File: src/rtl/rngc_pkg.sv
package rngc_pkg;
  localparam int ADDR_W = 8;
  localparam int DATA_W = 32;

  localparam logic [ADDR_W-1:0] OFS_CTRL   = 8'h00;
  localparam logic [ADDR_W-1:0] OFS_MODE   = 8'h04;
  localparam logic [ADDR_W-1:0] OFS_SMODE  = 8'h08;
  localparam logic [ADDR_W-1:0] OFS_STATUS = 8'h0C;
  localparam logic [ADDR_W-1:0] OFS_IEN    = 8'h10;
  localparam logic [ADDR_W-1:0] OFS_ISTAT  = 8'h14;
  localparam logic [ADDR_W-1:0] OFS_ALARM  = 8'h18;
  localparam int               OFS_WORD0  = 'h24;

  localparam logic [3:0] CMD_IDLE    = 4'd0;
  localparam logic [3:0] CMD_NOISE   = 4'd1;
  localparam logic [3:0] CMD_NONCE   = 4'd2;
  localparam logic [3:0] CMD_CREATE  = 4'd3;
  localparam logic [3:0] CMD_RENEW   = 4'd4;
  localparam logic [3:0] CMD_REFRESH = 4'd5;
  localparam logic [3:0] CMD_GEN     = 4'd6;
  localparam logic [3:0] CMD_ADVANCE = 4'd7;
  localparam logic [3:0] CMD_KAT     = 4'd8;
  localparam logic [3:0] CMD_WIPE    = 4'd15;

  // Interrupt cause bit positions
  localparam int IRQ_WIPE  = 0;
  localparam int IRQ_KAT   = 1;
  localparam int IRQ_NOISE = 2;
  localparam int IRQ_ALARM = 3;
  localparam int IRQ_DONE  = 4;
  localparam int IRQ_N     = 5;

  // Strobes from control to datapath, each a single cycle at completion
  typedef struct packed {
    logic seed;
    logic fill;
    logic step;
    logic wipe;
  } dpStrobe_t;

  function automatic logic isKnownCode(input logic [3:0] code);
    case (code)
      CMD_IDLE, CMD_NOISE, CMD_NONCE, CMD_CREATE, CMD_RENEW, CMD_REFRESH,
      CMD_GEN, CMD_ADVANCE, CMD_KAT, CMD_WIPE: isKnownCode = 1'b1;
      default: isKnownCode = 1'b0;
    endcase
  endfunction

  function automatic logic [DATA_W-1:0] lfsrStep(input logic [DATA_W-1:0] x,
                                                 input logic [DATA_W-1:0] mask);
    lfsrStep = (x >> 1) ^ (x[0] ? mask : '0);
  endfunction
endpackage

File: src/rtl/rngc_control.sv
module rngc_control
  import rngc_pkg::*;
#(
  parameter int BUSY_CYCLES = 8
) (
  input  logic              clk,
  input  logic              rstN,
  input  logic [ADDR_W-1:0] regAddr,
  input  logic              regWe,
  input  logic [DATA_W-1:0] regWdata,
  output logic              busy,
  output logic [3:0]        lastCmd,
  output logic              stateExists,
  output logic [IRQ_N-1:0]  istat,
  output logic [IRQ_N-1:0]  ieCause,
  output logic              ieGlobal,
  output logic [4:0]        alarmReg,
  output logic              irqOut,
  output dpStrobe_t         strobes
);
  localparam int CNT_W = $clog2(BUSY_CYCLES + 1);

  logic [CNT_W-1:0] cnt;
  logic [3:0]       pendCmd;
  logic             noiseDone;
  logic [3:0]       code;
  logic             ctrlWr, takeCmd, illegalCmd, finish;
  logic [IRQ_N-1:0] setCause;

  assign code    = regWdata[3:0];
  assign busy    = (cnt != '0);
  assign finish  = (cnt == CNT_W'(1));
  assign ctrlWr  = regWe && (regAddr == OFS_CTRL);
  assign takeCmd = ctrlWr && !busy && isKnownCode(code);

  always_comb begin
    illegalCmd = 1'b0;
    if (code == CMD_CREATE && !noiseDone) illegalCmd = 1'b1;
    if ((code == CMD_GEN || code == CMD_RENEW || code == CMD_ADVANCE) && !stateExists)
      illegalCmd = 1'b1;
  end

  always_comb begin
    strobes  = '0;
    setCause = '0;
    if (finish) begin
      case (pendCmd)
        CMD_NOISE:   begin strobes.seed = 1'b1; setCause[IRQ_NOISE] = 1'b1; end
        CMD_GEN:     begin strobes.fill = 1'b1; setCause[IRQ_DONE]  = 1'b1; end
        CMD_ADVANCE: begin strobes.step = 1'b1; setCause[IRQ_DONE]  = 1'b1; end
        CMD_WIPE:    begin strobes.wipe = 1'b1; setCause[IRQ_WIPE]  = 1'b1; end
        CMD_KAT:     setCause[IRQ_KAT]  = 1'b1;
        default:     setCause[IRQ_DONE] = 1'b1;
      endcase
    end
    if (takeCmd && code != CMD_IDLE && illegalCmd) setCause[IRQ_ALARM] = 1'b1;
  end

  // Command sequencing and generator condition
  always_ff @(posedge clk or negedge rstN) begin
    if (!rstN) begin
      cnt         <= '0;
      pendCmd     <= CMD_IDLE;
      lastCmd     <= CMD_IDLE;
      noiseDone   <= 1'b0;
      stateExists <= 1'b0;
    end else begin
      if (takeCmd) begin
        lastCmd <= code;
        if (code != CMD_IDLE && !illegalCmd) begin
          cnt     <= CNT_W'(BUSY_CYCLES);
          pendCmd <= code;
        end
      end else if (busy) begin
        cnt <= cnt - CNT_W'(1);
      end
      if (finish) begin
        case (pendCmd)
          CMD_NOISE:  noiseDone   <= 1'b1;
          CMD_CREATE: stateExists <= 1'b1;
          CMD_WIPE: begin
            noiseDone   <= 1'b0;
            stateExists <= 1'b0;
          end
          default: ;
        endcase
      end
    end
  end

  // Interrupt status, enables and alarm
  always_ff @(posedge clk or negedge rstN) begin
    if (!rstN) begin
      istat    <= '0;
      ieCause  <= '0;
      ieGlobal <= 1'b0;
      alarmReg <= '0;
    end else begin
      if (regWe && regAddr == OFS_ISTAT)
        istat <= (istat & ~regWdata[IRQ_N-1:0]) | setCause;
      else
        istat <= istat | setCause;
      if (regWe && regAddr == OFS_IEN) begin
        ieCause  <= regWdata[IRQ_N-1:0];
        ieGlobal <= regWdata[DATA_W-1];
      end
      if (setCause[IRQ_ALARM])
        alarmReg <= alarmReg | 5'h10;
      else if (regWe && regAddr == OFS_ALARM) begin
        if (regWdata == '0) alarmReg <= '0;
        else if (regWdata[4]) alarmReg <= alarmReg & 5'h0F;
      end
    end
  end

  assign irqOut = ieGlobal && |(ieCause & istat);
endmodule

File: src/rtl/rngc_datapath.sv
module rngc_datapath
  import rngc_pkg::*;
#(
  parameter int              NUM_WORDS = 4,
  parameter logic [DATA_W-1:0] SEED    = 32'h1ACE5EED,
  parameter logic [DATA_W-1:0] MASK    = 32'h80200003
) (
  input  logic              clk,
  input  logic              rstN,
  input  logic [ADDR_W-1:0] regAddr,
  input  logic              regWe,
  input  logic [9:0]        wrLow,
  input  dpStrobe_t         strobes,
  input  logic              busy,
  input  logic [3:0]        lastCmd,
  input  logic              stateExists,
  input  logic [IRQ_N-1:0]  istat,
  input  logic [IRQ_N-1:0]  ieCause,
  input  logic              ieGlobal,
  input  logic [4:0]        alarmReg,
  output logic [DATA_W-1:0] regRdata
);
  logic [4:0]        modeReg;
  logic [9:0]        smodeReg;
  logic [DATA_W-1:0] lfsr;
  logic [DATA_W-1:0] words [NUM_WORDS];
  logic [DATA_W-1:0] chain [NUM_WORDS+1];

  assign chain[0] = lfsr;
  for (genvar g = 0; g < NUM_WORDS; g++) begin : g_step
    assign chain[g+1] = lfsrStep(chain[g], MASK);
  end

  always_ff @(posedge clk or negedge rstN) begin
    if (!rstN) begin
      modeReg  <= '0;
      smodeReg <= '0;
      lfsr     <= SEED;
      for (int i = 0; i < NUM_WORDS; i++) words[i] <= '0;
    end else begin
      if (regWe && regAddr == OFS_MODE)  modeReg  <= wrLow[4:0];
      if (regWe && regAddr == OFS_SMODE) smodeReg <= wrLow;
      if (strobes.seed) lfsr <= SEED;
      if (strobes.step) lfsr <= chain[1];
      if (strobes.fill) begin
        lfsr <= chain[NUM_WORDS];
        for (int i = 0; i < NUM_WORDS; i++) words[i] <= chain[i+1];
      end
      if (strobes.wipe)
        for (int i = 0; i < NUM_WORDS; i++) words[i] <= '0;
    end
  end

  always_comb begin
    regRdata = '0;
    case (regAddr)
      OFS_MODE:   regRdata = {27'b0, modeReg};
      OFS_SMODE:  regRdata = {22'b0, smodeReg};
      OFS_STATUS: regRdata = {busy, 23'b0, stateExists, smodeReg[1], smodeReg[0],
                              modeReg[0], lastCmd};
      OFS_IEN:    regRdata = {ieGlobal, 26'b0, ieCause};
      OFS_ISTAT:  regRdata = {27'b0, istat};
      OFS_ALARM:  regRdata = {27'b0, alarmReg};
      default: begin
        for (int i = 0; i < NUM_WORDS; i++)
          if (regAddr == ADDR_W'(OFS_WORD0 + 4 * i)) regRdata = words[i];
      end
    endcase
  end
endmodule

File: src/rtl/rng_cmd_ctrl.sv
module rng_cmd_ctrl
  import rngc_pkg::*;
#(
  parameter int BUSY_CYCLES = 8,
  parameter int NUM_WORDS   = 4
) (
  input  logic        clk,
  input  logic        rstN,
  input  logic [7:0]  regAddr,
  input  logic        regWe,
  input  logic [31:0] regWdata,
  output logic [31:0] regRdata,
  output logic        irqOut
);
  dpStrobe_t        strobes;
  logic             busy, stateExists, ieGlobal;
  logic [3:0]       lastCmd;
  logic [IRQ_N-1:0] istat, ieCause;
  logic [4:0]       alarmReg;

  rngc_control #(.BUSY_CYCLES(BUSY_CYCLES)) i_control (
    .clk, .rstN, .regAddr, .regWe, .regWdata,
    .busy, .lastCmd, .stateExists, .istat, .ieCause, .ieGlobal,
    .alarmReg, .irqOut, .strobes
  );

  rngc_datapath #(.NUM_WORDS(NUM_WORDS)) i_datapath (
    .clk, .rstN, .regAddr, .regWe, .wrLow(regWdata[9:0]), .strobes,
    .busy, .lastCmd, .stateExists, .istat, .ieCause, .ieGlobal,
    .alarmReg, .regRdata
  );
endmodule

File: config.mk
export PLATFORM = sky130hd
export DESIGN_NAME = rng_cmd_ctrl
export DESIGN_NICKNAME = d
export VERILOG_FILES = /design/src/rtl/rngc_pkg.sv /design/src/rtl/rngc_control.sv /design/src/rtl/rngc_datapath.sv /design/src/rtl/rng_cmd_ctrl.sv
export SDC_FILE = /design/constraint.sdc
export NUM_CORES = 1
export LEC_CHECK = 0
export BUFFER_PORTS_ARGS = -buffer_cell sky130_fd_sc_hd__clkbuf_2
export CAP_MARGIN = 40
export CORE_ASPECT_RATIO = 2
export CORE_MARGIN = 5
export CORE_UTILIZATION = 46
export DETAILED_ROUTE_END_ITERATION = 8
export MAX_ROUTING_LAYER = met4
export PLACE_DENSITY = 0.65
export SETUP_SLACK_MARGIN = 0.1
export SYNTH_ARGS = -nofsm -noshare
export SYNTH_HDL_FRONTEND = slang
export SYNTH_SLANG_ARGS = --single-unit
File: constraint.sdc
create_clock -name clk -period 4.1 [get_ports clk]
set_input_delay 0.41 -clock clk [delete_from_list [all_inputs] [get_ports clk]]
set_output_delay 0.41 -clock clk [all_outputs]
set_load 0.01 [all_outputs]
# --- Word-level counts from Yosys, hierarchy flattened ---
# Memories as Yosys holds them, arrays and structs flattened.
# Index checks and enable logic that the tools add are counted.
classes:
  n_reduce_logical: 39
  eq_ne: 22
  muxes: 36
  n_addsub: 1
  bitwise: 10
ops:
  columns: ["op", "n"]
  rows:
  - ["$mux 32", 11]
  - ["$mux 128", 2]
  - ["$pmux 32 s6", 1]
  - ["$xor 31x32->32", 4]
  - ["$eq 8x6->1 const B", 4]
  - ["$logic_not 32->1", 1]
  - ["$mux 5", 5]
  - ["$eq 8x5->1 const B", 3]
  - ["$eq 4x3->1 const B", 5]
  - ["$eq 8x4->1 const B", 2]
  - ["$mux 4", 4]
  - ["$logic_and 1x1->1", 14]
  - ["$and 5x5->5", 2]
  - ["$mux 1", 10]
  - ["$or 5x5->5", 2]
  - ["$reduce_and 2->1", 5]
  - ["$reduce_bool 2->1", 5]
  - ["$eq 4x1->1 const B", 2]
  - ["$eq 4x2->1 const B", 2]
  - ["$eq 4x4->1 const B", 2]
  - ["$eq 8x3->1 const B", 1]
  - ["$logic_not 8->1", 1]
  - ["$reduce_bool 4->1", 2]
  - ["$reduce_bool 3->1", 2]
  - ["11 further kinds", 16]
word_totals:
  inputBits: 43
  memories: 1
  rom_bits: 16
  ff_bits: 205
  output_inout_bits: 33
memory_table:
  columns: ["memory", "depth", "width", "rd", "rd_clocked_by_memory_dff", "write_ports", "line", "source"]
  rows:
  - ["(no name shown)", 16, 1, 1, 0, 0, "rngc_pkg.sv:42", "case (code)"]

# --- Longest topological paths before layout ---
# Gate-level depths: netlist (run 1).
depth:
  ltp_word: 10
  mapped_depth: 8

# --- Cells and area by module ---
# From an unflattened synthesis (run 1), not the netlist that was laid out.
hier_totals:
  hier_cells: 741
  hier_area_um2: 6756.5
by_module_without_submodules:
  columns: ["mod", "cells_per_inst", "n_inst", "seq_area_each_um2", "area_per_inst_um2"]
  rows:
  - ["rngc_datapath", 600, 1, 2225.9, 5295.1]
  - ["rngc_control", 141, 1, 650.6, 1461.4]

# --- Worst setup path before layout (run 1) ---
# OpenSTA, ideal clock, no wires.
synth_timing:
  path_type: "input-to-output"
  from: "input regAddr[2]"
  to: "output regRdata[1]"
  required_time_ns: 3.690
  cell_stages: 6
  arrival_ns: 1.746
  path_slack_ns: 1.944
  path_buffers: 2
  cell_sequence: "buf_2 -> clkbuf_1 -> nor3_1 -> nor4_1 -> a21oi_1 -> a32oi_1"
synth_between:
  elab_chain_len: 6
  word_cells_on_any_way: 15
  cone_classes: "eq/ne (10); mux (5)"
synth_rtl:
  columns: ["element", "line", "source"]
  rows:
  - ["start: declaration", "rng_cmd_ctrl.sv:9", "input logic [7:0] regAddr,"]
  - ["$eq 8x6->1", "rngc_datapath.sv:66", "if (regAddr == ADDR_W'(OFS_WORD0 + 4 * i)) regRdata = words[i];"]
  - ["$mux 32 (4 in series)", "rngc_datapath.sv:66", null]
  - ["$pmux 32 s6 *", "rngc_datapath.sv:56", "case (regAddr)"]
  - ["end: declaration", "rng_cmd_ctrl.sv:12", "output logic [31:0] regRdata,"]
# Mark *: on every way between the ends. The rest lies on a longest branch, timed or not.

# --- Worst setup path after layout (run 1) ---
layout_timing:
  from: "input regAddr[2]"
  to: "output regRdata[3]"
# Same word-level chain as after synthesis.

==> results.yml, run 1 <==
layout:
  seq_area_um2: 2880
  area_growth_pct: 17.1
  fillCellCount: 1318
  fin_area_um2: 7880
  final_cell_mix: "nand2_1 (100), dfrtp_1 (95), clkbuf_2 (74)"
  final_nets: 824
  multi_input_area_um2: 3610
  drive_above_1_share: 0.247
  final_common_cell: "nand2_1"
  antenna_cells: 0
power_and_ir_drop:
  p_per_area_nw_per_um2: 383
  cellLeakagePower_nw: 3.48
  seq_power_share: 0.415
  netSwitchingPower_uw: 804
  finalPower_mw: 3.02
  clkPwrFrac: 0.470
  vdd_drop_max_mv: 0.279
  p_int_mw: 2.22
  swShare: 0.266
  p_comb_frac: 0.115
sta:
  rsz0062_at_grt: "no"
  fin_hold_ws_ns: 0.248
  setup_viol: 0
  fin_crit_sh: 0.700
  tns_ns: 0
  slew-limit-headroom: 0.426
  worst_slack_ns: 1.23
  tightest_slew_ns: 0.840
  finalHoldViolCount: 0
  finalCriticalPeriod_ns: 2.87
  clock_skew_ns: 0.0152
  fmax_mhz: 348
  finalMaxSlewViolations: 0
global_routing:
  grt_start_max_net_pins: 68
  overflow: 0
  grt_pass1_wl_um: 33900
  grt_pass1_vias: 6008
  grtUsageTotal: 0.267
  antenna_found_initial: 0
floorplanning:
  coreArea_um2: 14400
  die-area_um2: 17300
  start_util: 0.469
  die_x_um: 95.5
  placementRows: 62
  die_h_um: 181
  io_pins: 76
cts:
  clk_pin_slew_ns: 0.05
  numClockSinks: 114
  clockBufferDepth: 2
  cts_tree: "yes"
  cts_buffers: 17
  clock_latency_ns: 0.41
  cts-htree-levels: 4
  root_buffer: "clkbuf_16"
  post_cts_buffers: 0
detailed_routing:
  drtPass1Iterations: 6
  vias_per_cell: 6.05
  drcViolationCount: 0
  postRouteAntennaNets: 0
  vias: 5952
  wl_um: 21600
  drtIter0Drc: 490
  post_drt_wl_per_cell_um: 22.0
critical_path:
  max_stage_delay_ns: 0.47
  worstPathArrival_ns: 2.46
  crit_chain: "clkbuf_2, buf_4, buf_4, mux2_2, a22o_1, a221oi_1, a21oi_1, clkbuf_2"
  required_ns: 3.69
  cp-start-kind: "input port"
  crit_buf_inv: 4
  crit_family: "buffers and inverters"
  critPathSlowestCell: "buf_4"
  end_kind: "output port"
  crit_type: "in2out"
  critPathMaxFanout: 37
yosys:
  synth_area_um2: 6730
  syn_nets: 762
  synth_compound_area_frac: 0.194
  syn_area_per_cell_um2: 9.38
  synth_top_family_by_area: "compound AO/OA/AOI/OAI gates"
  synth_cells: 717
  synthFlopType: "dfrtp_1"
  synth-seq-area-share: 0.428
  yosys.area_share.xor_xnor: 0.0242
  synth_adder_area_share: 0.00372
  ys_async_sr_fraction: 1.00
  yosys.area_share.simple: 0.177
  synthMuxAreaShare: 0.136
  synth_edf_count: 0
  ys_warn_count: 0
  synth_cell_types: 68
  synth_seq_cells: 114
placement:
  dpl_cell_area_um2: 7300
  dp_slack_ns: 1.26
  io_buffers: 75
  hpwl_um: 16200
  gp_congestion: 1.01
run:
  cap_violations: 0
run_status:
  status: "complete, no violations"
min_path:
  hold_path_class: "in2reg"
==> logic make-up (layout without fill, tap and decap cells) <==
kind of cell / Yosys count / in the layout
AO/OA/AOI/OAI: 201 / 201
XOR/XNOR: 17 / 17
adder cells (fa/ha/maj): 2 / 2
buffers and inverters: 61 / 135
flip-flops: 114 / 114
multiplexers: 86 / 86
AND/OR/NAND/NOR: 236 / 236
==> worst paths after layout <==
check / end / start / slack (ns) / depth (start not counted)
worst min register to register: i_datapath.lfsr[22] / i_datapath.lfsr[22] / 0.51 / 2
min in group asynchronous: i_control.cnt[3] / rstN / 0.42 / 2
worst max register to register: i_control.alarmReg[4] / i_control.cnt[1] / 1.45 / 6
worst max-delay path: regRdata[3] / regAddr[2] / 1.23 / 8
max in group asynchronous: i_datapath.lfsr[23] / rstN / 3.01 / 3
worst min-delay path: i_datapath.smodeReg[8] / regWdata[8] / 0.25 / 2
==> synth_stat cells (5+ instances only) <==
cell | count | area share
nand2_1 | 100 | 0.056
dfrtp_1 | 95 | 0.35
a21oi_1 | 71 | 0.053
mux2i_1 | 48 | 0.071
o21ai_0 | 42 | 0.031
mux2_2 | 35 | 0.059
nor2_1 | 31 | 0.017
nand3_1 | 30 | 0.022
clkbuf_1 | 29 | 0.016
a22o_1 | 19 | 0.025
dfstp_2 | 19 | 0.074
buf_2 | 14 | 0.010
a21o_1 | 13 | 0.015
nor3_1 | 12 | 0.0089
xnor2_1 | 12 | 0.016
a22oi_1 | 11 | 0.012
nor4_1 | 11 | 0.010
a211oi_1 | 10 | 0.011
and3_1 | 9 | 0.0084
inv_1 | 9 | 0.0050
buf_1 | 8 | 0.0045
a221o_1 | 5 | 0.0074
nand4_1 | 5 | 0.0047
nor2b_1 | 5 | 0.0047
==> layout make-up <==
class,instances,share of cell area
Clock buffer,18,0.0545
Clock inverter,13,0.0173
Inverter,10,0.00476
Multi-Input combinational cell,542,0.459
Sequential cell,114,0.365
Tap cell,192,0.0305
Timing Repair Buffer,94,0.0692
==> registers in the layout, indices dropped and copies added, names as in the netlist <==
signal and flops:
i_control.lastCmd 4, i_control.ieCause 5, i_datapath.lfsr 32, i_datapath.modeReg 5, i_control.pendCmd 4, i_control.alarmReg 1, i_datapath.words 41, i_control.noiseDone 1
i_control.stateExists 1, i_control.ieGlobal 1, i_datapath.smodeReg 10, i_control.cnt 4, i_control.istat 5
==> power by group through the flow <==
| stage | logic [mW] | clock network, mW | registers [mW] |
|---|---|---|---|
| 2_1_floorplan | 0.225 | 0 | 1.24 |
| 3_3_place_gp | 0.324 | 0 | 1.27 |
| 3_5_place_dp | 0.345 | 0 | 1.27 |
| 4_1_cts | 0.348 | 1.44 | 1.25 |
| 5_1_grt | 0.383 | 1.50 | 1.26 |
| 6_report | 0.347 | 1.42 | 1.25 |
==> metrics by stage <==
stage,std cells,utilization
after floorplan,717,-
after detailed placement,951,0.509
after global routing,983,0.549
after CTS,983,0.549
final,983,0.549
after global placement,948,0.506
==> what timing repair did <==
item	CTS	global route
resized for setup	0	0
endpoints found under the hold margin	13	0
setup endpoints to repair	0	0
hold buffers	1	0
==> metal layers <==
layer,global-route usage,vias up,wire length [um]
met2,0.455,230,11600
li1,-,2755,-
met3,0.0391,71,954
met4,0.162,0,1500
met5,-,-,0
met1,0.283,2896,7580
Power figures use the tool's default switching activity.
==> run 2: changes to the inputs <==
--- a/config.mk
+++ b/config.mk
@@ -12,7 +12,7 @@
 export CORE_UTILIZATION = 46
 export DETAILED_ROUTE_END_ITERATION = 8
 export MAX_ROUTING_LAYER = met4
-export PLACE_DENSITY = 0.65
+export PLACE_DENSITY = 0.68
 export SETUP_SLACK_MARGIN = 0.1
 export SYNTH_ARGS = -nofsm -noshare
 export SYNTH_HDL_FRONTEND = slang
==> constraint.sdc (replaced) <==
create_clock -name clk -period 2.4 [get_ports clk]
set_input_delay 0.24 -clock clk [delete_from_list [all_inputs] [get_ports clk]]
set_output_delay 0.24 -clock clk [all_outputs]
set_load 0.01 [all_outputs]
==> results.yml, run 2 (synthesis results as in run 1) <==
run_status:
  status: "complete, no violations"
layout:
  fillCellCount: 1239
  final_common_cell: "nand2_1"
  regMostFlops: "i_datapath.words"
  top_regs: "i_datapath.words x41, i_datapath.lfsr x32, i_datapath.smodeReg x10"
  seq_area_um2: 2880
  post-route-util: 0.567
  drive_above_1_share: 0.273
  area_growth_pct: 20.9
  final_nets: 849
  multi_input_area_um2: 3630
  antenna_cells: 0
  final_cell_mix: "nand2_1 (100), dfrtp_1 (95), clkbuf_2 (73)"
  largest_reg_flops: 41
floorplanning:
  io_pins: 76
  placementRows: 62
  die_x_um: 95.5
  die-area_um2: 17300
  start_util: 0.469
  die_h_um: 181
  coreArea_um2: 14400
critical_path:
  max_stage_delay_ns: 0.40
  worstPathArrival_ns: 1.99
  crit_chain: "inv_1, ha_1, nor3b_4, buf_6, nor3_2, a31oi_2, o22ai_1, buf_2"
  critPathSlowestCell: "dfrtp_1"
  reg2reg_depth: 8
  critPathMaxFanout: 6
  cp-start-kind: "flip-flop"
  regToRegSetupSlack_ns: 0.24
  reg2reg_from: "i_control.cnt[1]"
  r2r-end: "i_control.pendCmd[3]"
  required_ns: 2.16
  end_kind: "output port"
  crit_type: "reg2out"
global_routing:
  antenna_found_initial: 0
  overflow: 0
  grt_pass1_wl_um: 33400
  grt_start_max_net_pins: 45
  grt_pass1_vias: 6235
  grtUsageTotal: 0.258
cts:
  cts_tree: "yes"
  cts-htree-levels: 4
  numClockSinks: 114
  clk_pin_slew_ns: 0.06
  clock_latency_ns: 0.41
  clockBufferDepth: 2
  cts_buffers: 17
  root_buffer: "clkbuf_16"
power_and_ir_drop:
  finalPower_mw: 5.41
  p_per_area_nw_per_um2: 665
  vdd_drop_max_mv: 0.434
  cellLeakagePower_nw: 3.63
sta:
  clock_skew_ns: 0.0111
  fmax_mhz: 448
  rsz0062_at_grt: "no"
  finalMaxSlewViolations: 0
  tightest_slew_ns: 0.722
  fin_hold_ws_ns: 0.0823
  fin_crit_sh: 0.929
  tns_ns: 0
  finalHoldViolCount: 0
  worst_slack_ns: 0.170
  setup_viol: 0
  finalCriticalPeriod_ns: 2.23
  slew-limit-headroom: 0.515
run:
  cap_violations: 0
placement:
  gp_congestion: 1.03
  io_buffers: 75
  dp_slack_ns: 0.299
  hpwl_um: 15900
detailed_routing:
  wl_um: 21300
  drtPass1Iterations: 5
  drtIter0Drc: 446
  drcViolationCount: 0
  postRouteAntennaNets: 0
  vias_per_cell: 6.11
  vias: 6166
  post_drt_wl_per_cell_um: 21.1
min_path:
  hold_start: "regWdata[5]"
  hold_depth: 2
  holdPathEnd: "i_datapath.smodeReg[5]"
  hold_path_class: "in2reg"
[run 2: cell types whose count changed in the layout (fill, tap and decap cells not counted), moves of 2 or more]
cell / previous run / this run
buf_4: 17 / 41
clkinv_2: 4 / 0
clkinv_4: 1 / 4
buf_12: 0 / 2
[run 2: worst max-delay path, delay by kind of cell (launching register included)]
family	cells	cell delay, ns
AOI/OAI and AO/OA	2	0.34
adders and majority gates	1	0.18
buffers and inverters	3	0.40
DFF	1	0.40
and+or+nand+nor	2	0.26
[run 2: worst max path at each step]
stage | start | to | slack [ns] | cells after the start
final | i_control.cnt[1] | regRdata[31] | 0.17 | 8
after global placement | regAddr[5] | regRdata[14] | 0.30 | 7
after CTS | i_control.cnt[0] | regRdata[31] | 0.11 | 8
after detailed placement | regAddr[5] | regRdata[14] | 0.30 | 7
after floorplan | i_control.cnt[0] | i_control.pendCmd[1] | 0.42 | 6
after global routing | i_control.cnt[1] | regRdata[31] | 0.09 | 8
[run 2: final cells by class]
type	count	area share
multi-input cells	542	0.446
repair buffers	119	0.0909
clock inverters	14	0.0223
well taps	192	0.0295
clock buffers	18	0.0528
inverters	10	0.00461
flip-flops and latches	114	0.354
[run 2: routing by layer]
layer	track usage	vias up	wire (um)
met3	0.0520	87	1150
li1	-	2811	-
met2	0.429	294	11000
met5	-	-	0
met4	0.179	0	1540
met1	0.264	2974	7600
[run 2: timing repair]
action | in CTS | in global routing
hold buffers | 1 | 0
hold endpoints to repair | 37 | 0
resized for setup | 1 | 4
buffers inserted | 1 | 2
setup endpoints to repair | 1 | 1
[run 2: power breakdown]
part	internal, mW	total, mW	switching, mW
Combinational	0.307	0.678	0.371
Sequential	2.03	2.14	0.112
Clock	1.65	2.59	0.945
Total	3.98	5.41	1.43
[run 2: stage by stage]
stage,area [um2],cells
global route,8140,1009
finish,8140,1009
detailed placement,7470,973
floorplan,6730,717
CTS,8110,1007
global placement,7470,973
